===== config.mk =====
export PLATFORM = sky130hd
export DESIGN_NAME = fw_xor_acc
export DESIGN_NICKNAME = d
export VERILOG_FILES = /design/src/rtl/fw_xor_acc.sv
export SDC_FILE = /design/constraint.sdc
export NUM_CORES = 1
export LEC_CHECK = 0
export BUFFER_PORTS_ARGS = -buffer_cell sky130_fd_sc_hd__buf_2
export CORE_AREA = 8 8 45 47
export DETAILED_ROUTE_END_ITERATION = 10
export DIE_AREA = 0 0 53 55
export SLEW_MARGIN = 0
export SYNTH_ARGS = -nofsm -noshare
export SYNTH_HDL_FRONTEND = slang
export SYNTH_SLANG_ARGS = --single-unit

===== constraint.sdc =====
create_clock -name clk -period 0.94 [get_ports clk]
set_input_delay 0.094 -clock clk [delete_from_list [all_inputs] [get_ports clk]]
set_output_delay 0.094 -clock clk [all_outputs]
set_load 0.03 [all_outputs]

===== src/rtl/fw_xor_acc.sv =====
module fw_xor_acc #(
  parameter int         W    = 8,
  parameter logic [W-1:0] SEED = '1
) (
  input  logic         clk,
  input  logic         rst_n,
  input  logic         clr,
  input  logic         en,
  input  logic [W-1:0] d,
  output logic [W-1:0] acc
);
  always_ff @(posedge clk or negedge rst_n) begin
    if (!rst_n)   acc <= SEED;
    else if (clr) acc <= SEED;
    else if (en)  acc <= acc ^ d;
  end

  // only payload bytes may change the running checksum
  p_acc_hold_r6: assert property (@(posedge clk) disable iff (!rst_n)
    !clr && !en |=> $stable(acc));
endmodule


==> summary.txt, run 1 <==
Routing
  • Routed wl met3: 106 µm
  • Vias/cell: 4.82
  • Met1 Wirelength: 405 µm
  • Vias: 366
  • Routed Antenna Nets: 0
  • DRT iter0 DRCs: 0
  • Met2 Routed Length: 466 µm
  • # DRC: 0
  • Highest Signal Layer: met3
  • DR pass1 iterations: 1
  • Routed WL per cell: 12.9 µm
  • Overall routed net length: 979 µm

Clock tree
  • CTS Sinks: 8
  • Root Buffer: clkbuf_4
  • Number of CTS-inserted buffers: 3
  • CTS H-Tree Depth: 1
  • CTS clk-pin slew, worst paths: 60 ps
  • Worst skew pair latency: 240 ps
  • CTS Buffer Depth: 2
  • CTS tree: yes

Timing
  • Final hold violation count: 0
  • Slew Limit Fails: 0
  • RSZ-0062 raised after global routing: true
  • Final worst path period need: 1020 ps
  • Post-route clock period utilization: 109%
  • Max Freq: 976 MHz
  • Worst-Margin Slew: 251 ps
  • Fin Hold WS: 135 ps
  • Final setup vio count: 8
  • Max_slew headroom: 83.2%
  • Post-route setup TNS: -574 ps
  • Clock skew: 0 ps
  • Final Worst Setup Slack: -84.5 ps

Die
  • Starting Density: 27.7%
  • Core ar.: 0.00138 mm²
  • Rows: 14
  • Full die area: 0.00292 mm²
  • Die W: 53 µm
  • IO Count: 20
  • DIE HEIGHT: 55 µm

Cells and area
  • N_diodes: 0
  • Reg with most FFs: acc
  • Layout cells sized above 1: 71.7%
  • Layout area overhead: 64.7%
  • Multi-input gate area: 174 µm²
  • NumNets Final: 74
  • Reg area: 210 µm²
  • FILL cells: 134
  • Biggest regs: acc: 8 flops
  • Most frequent cells in the layout: buf_2, buf_6, a21oi_1, dfstp_2, o21bai_1
  • Max FFs per register: 8

Critical path
  • Critical path class: reg -> out
  • Worst Path Buf+Inv: 1
  • Worst EP arrival: 930 ps
  • CP max FO: 3
  • CP Data Required Time: 850 ps
  • Delay-heaviest family, CP: flip-flops
  • Worst reg2reg startpoint: acc[4]
  • Beginning of the critical path: acc[2]
  • CP cell instances: buf_6
  • CP endpoint kind: output port
  • Critical path's largest stage delay: 550 ps
  • Critical path's slowest cell: dfstp_2
  • CP Launch Type: flop

Min path
  • Hold Crit Class: in -> reg
  • Hold Startpoint: d[1]

Power
  • Pwr dens: 1400 mW/mm²
  • Clk pwr share: 28.8%
  • Lkg Pwr: 0.309 nW
  • Internal Power: 0.649 mW
  • Sw Pwr: 0.234 mW
  • Logic gate share of total power: 25.4%
  • Flop pwr share: 45.8%
  • Net switching fraction of the power: 26.5%
  • VDD IR-drop max: 864 µV

Synth
  • Syn nets: 45
  • Mapped Avg Cell Area: 11.6 µm²
  • Register bit total from synthesis: 8
  • Synth unique cells: 7
  • Mapped Cells: 33
  • Sequential fraction of the synthesis area: 54.9%
  • Number of warnings issued by yosys: 0
  • Synth Cell Area: 383 µm²

Global routing
  • First-pass GRT wire length: 1510 µm
  • Global route total overflow: 0
  • Largest net degree at the start of global routing: 17
  • Vias in the first global route: 376
  • Initial antenna violation count: 0
  • GRT Resource Usage Total: 6.94%

Place
  • PortBufs: 19
  • DP HPWL: 652 µm
  • Final GP Congestion: 0.669
  • Post-Place Worst Slack: 112 ps

Run
  • Max Cap Violations: 0

Status
  • Status: complete, but fails checks
  • Failing checks: setup timing
-- metal layers --
layer,up-vias,GRT usage (%)
met4,0,1.29
met2,16,11.3
met1,172,7.76
met5,-,0
li1,178,-
met3,0,4.01
-- worst paths after layout --
| check | to | cells after the start | slack (ps) |
|---|---|---|---|
| min in group asynchronous | acc[1] | 2 | 420 |
| max in group asynchronous | acc[7] | 2 | 490 |
| max reg2reg | acc[4] | 3 | 10 |
| min | acc[1] | 3 | 140 |
| min reg2reg | acc[0] | 2 | 560 |
| max | acc[2] | 1 | -80 |
-- cells by family (layout without fill, tap and decap cells) --
kind of cell           count (synthesis)  in the layout  synth area share [%]
flip-flops                             8              8                  54.9
AND/OR/NAND/NOR                        8              8                  15.0
buffers and inverters                  1             28                  2.94
AO/OA/AOI/OAI                         16             16                  27.1
-- power by group through the flow --
stage / sequential [mW] / clock, mW / combinational, mW
after floorplan: 0.451 / 0 / 0.0524
after global placement: 0.402 / 0 / 0.160
after detailed placement: 0.403 / 0 / 0.162
after CTS: 0.402 / 0.266 / 0.209
after global routing: 0.407 / 0.296 / 0.242
final: 0.404 / 0.254 / 0.225
-- Yosys cell counts (all sizes together) --
library cell | n | area (µm²)
and3 | 8 | 57.6
a21oi | 8 | 40.0
dfstp | 8 | 210
o21bai | 8 | 63.8
buf | 1 | 11.3
-- layout make-up --
| type | instances | area share [%] |
|---|---|---|
| Tap cell | 16 | 3.17 |
| Clock buffer | 3 | 3.57 |
| Sequential cell | 8 | 33.3 |
| Timing Repair Buffer | 25 | 32.3 |
| Multi-Input combinational cell | 24 | 27.6 |
-- stage by stage --
stage / utilization [%] / instance area [µm²] / total power, mW / instances
global route: 45.6 / 631 / 0.945 / 76
CTS: 43.3 / 599 / 0.878 / 75
detailed placement: 35.2 / 487 / 0.564 / 67
global placement: 35.2 / 487 / 0.562 / 67
floorplan: - / 383 / 0.504 / 33
finish: 45.6 / 631 / 0.883 / 76
-- worst register-to-register path: stages (launching register included) --
cell      delay [ps]
dfstp_2          550
buf_6            100
and3_4           160
o21bai_1          60
-- repair_timing --
item,4_1_cts,5_1_grt
hold buffers,1,0
pin swaps,0,1
cloned,0,0
gates resized for setup,16,6
endpoints found under the setup margin,8,12
setup buffers,4,1
hold endpoints to repair,8,0
(Power assumes the default switching activity.)
==> inputs of run 2 (changes only) <==
--- a/config.mk
+++ b/config.mk
@@ -6,9 +6,12 @@
 export NUM_CORES = 1
 export LEC_CHECK = 0
 export BUFFER_PORTS_ARGS = -buffer_cell sky130_fd_sc_hd__buf_2
-export CORE_AREA = 8 8 45 47
+export CELL_PAD_IN_SITES_DETAIL_PLACEMENT = 0
+export CELL_PAD_IN_SITES_GLOBAL_PLACEMENT = 2
+export CORE_MARGIN = 8
+export CORE_UTILIZATION = 24
 export DETAILED_ROUTE_END_ITERATION = 10
-export DIE_AREA = 0 0 53 55
+export PLACE_DENSITY_LB_ADDON = 0.1
 export SLEW_MARGIN = 0
 export SYNTH_ARGS = -nofsm -noshare
 export SYNTH_HDL_FRONTEND = slang
==> run 2 against run 1 <==
  * The flow still finishes with violations (setup timing)
  * Register-to-register slack lost 30 ps
  * Worst setup slack got worse by 2.8 ps
  * Utilization is 2.4 points lower
  * Routed wire length grew 27%
  * Count of clock-buffer cells in the layout did not move
  * Critical path depth unchanged
  * Cell count rose by 2.6%
  * Combinational power increased by 8%
  * Maximum frequency shrank 0.28%
  * Critical path type unchanged
  * Largest cell class is now non-clock buffers
  * Highest routed layer unchanged
==> summary.txt, run 2 (synthesized netlist as in run 1, its figures left out) <==
Critical path
  • Worst EP arrival: 930 ps
  • CP Launch Type: flop
  • Critical path's largest stage delay: 550 ps
  • CP endpoint kind: output port
  • CP max FO: 2
  • CP Data Required Time: 850 ps
  • Worst Path Buf+Inv: 1
  • Delay-heaviest family, CP: flip-flops
  • Worst reg2reg startpoint: acc[1]
  • Critical path's slowest cell: dfstp_2
  • Beginning of the critical path: acc[1]
  • CP cell instances: buf_6
  • Critical path class: reg -> out

Timing
  • Post-route setup TNS: -623 ps
  • Clock skew: 0 ps
  • Final Worst Setup Slack: -87.3 ps
  • Final hold violation count: 0
  • RSZ-0062 raised after global routing: true
  • Slew Limit Fails: 0
  • Max_slew headroom: 83.8%
  • Post-route clock period utilization: 109%
  • Final worst path period need: 1030 ps
  • Worst-Margin Slew: 244 ps
  • Fin Hold WS: 142 ps
  • Final setup vio count: 10
  • Max Freq: 973 MHz

Cells and area
  • Final Instance Area: 651 µm²
  • Max FFs per register: 8
  • Layout area overhead: 69.9%
  • Reg with most FFs: acc
  • Count of non-filler cells in the finished layout: 78
  • Most frequent cells in the layout: buf_6, buf_2, a21oi_1, dfstp_2, o21bai_1
  • Final core occ: 43.2%
  • Layout cells sized above 1: 74.2%
  • FILL cells: 149
  • NumNets Final: 76
  • N_diodes: 0
  • Biggest regs: acc: 8 flops
  • Commonest non-fill, non-tap cell in the layout: buf_6

Place
  • Placed cells: 67
  • Final GP Congestion: 0.679
  • PortBufs: 19
  • DP Area: 487 µm²
  • Post-Place Worst Slack: 106 ps

Power
  • Overall power: 0.907 mW
  • VDD IR-drop max: 627 µV
  • Lkg Pwr: 0.319 nW
  • Pwr dens: 1390 mW/mm²

Routing
  • DR pass1 iterations: 4
  • DRT iter0 DRCs: 4
  • # DRC: 0
  • Routed WL per cell: 15.9 µm
  • Vias: 390
  • Overall routed net length: 1240 µm
  • Vias/cell: 5.00
  • Routed Antenna Nets: 0

Die
  • IO Count: 20
  • Die W: 55.9 µm
  • Rows: 14
  • Starting Density: 25.4%
  • Full die area: 0.00313 mm²
  • Core ar.: 0.00151 mm²
  • DIE HEIGHT: 55.9 µm

Min path
  • Hold Startpoint: d[5]
  • Hold Crit Class: in -> reg

Clock tree
  • CTS Buffer Depth: 2
  • CTS H-Tree Depth: 1
  • CTS tree: yes
  • CTS Sinks: 8
  • Number of CTS-inserted buffers: 3
  • CTS clk-pin slew, worst paths: 50 ps
  • Root Buffer: clkbuf_4
  • Worst skew pair latency: 250 ps

Status
  • Status: complete, but fails checks
  • Failing checks: setup timing

Global routing
  • Initial antenna violation count: 0
  • GRT Resource Usage Total: 7.56%
  • Vias in the first global route: 453
  • Largest net degree at the start of global routing: 17
  • Global route total overflow: 0
  • First-pass GRT wire length: 1900 µm

Run
  • Max Cap Violations: 0
## run 2: cell types whose count changed in the layout (fill, tap and decap cells not counted)
cell	delta
and3_1	-1
buf_4	+1
and3_2	+1
buf_6	+1
## run 2: power by group
part / total, mW / internal (mW) / leakage, nW / switching (mW)
sequential: 0.404 / 0.385 / 0.0843 / 0.0189
clock: 0.259 / 0.146 / 0.0138 / 0.113
combinational: 0.243 / 0.127 / 0.221 / 0.116
## run 2: worst paths after layout
| check | end | slack, ps | cells past startpoint |
|---|---|---|---|
| max | acc[1] | -90 | 1 |
| min | acc[5] | 140 | 3 |
| max reg2reg | acc[1] | -20 | 3 |
| min reg2reg | acc[5] | 580 | 2 |
| max in group asynchronous | acc[2] | 490 | 2 |
| min in group asynchronous | acc[5] | 430 | 2 |
## run 2: timing repair
action	CTS	global route
endpoints found under the setup margin	8	14
setup buffers	6	1
pin swaps	0	1
gates resized for setup	17	6
hold buffers	1	0
cloned	0	0
hold endpoints to repair	8	0
## run 2: layer usage
| metal | vias up | GRT usage [%] | share of wire, % |
|---|---|---|---|
| li1 | 184 | - | - |
| met1 | 196 | 5.81 | 36 |
| met4 | 0 | 3.09 | 0 |
| met3 | 0 | 4.34 | 6.8 |
| met2 | 10 | 14.7 | 57 |
| met5 | - | 0 | 0 |
## run 2: cell type report
cell class | instances | area (µm²) | share of cell area (%)
Timing Repair Buffer | 27 | 223 | 34.2
Sequential cell | 8 | 210 | 32.3
Multi-Input combinational cell | 24 | 175 | 26.9
Clock buffer | 3 | 22.5 | 3.46
Tap cell | 16 | 20.0 | 3.08
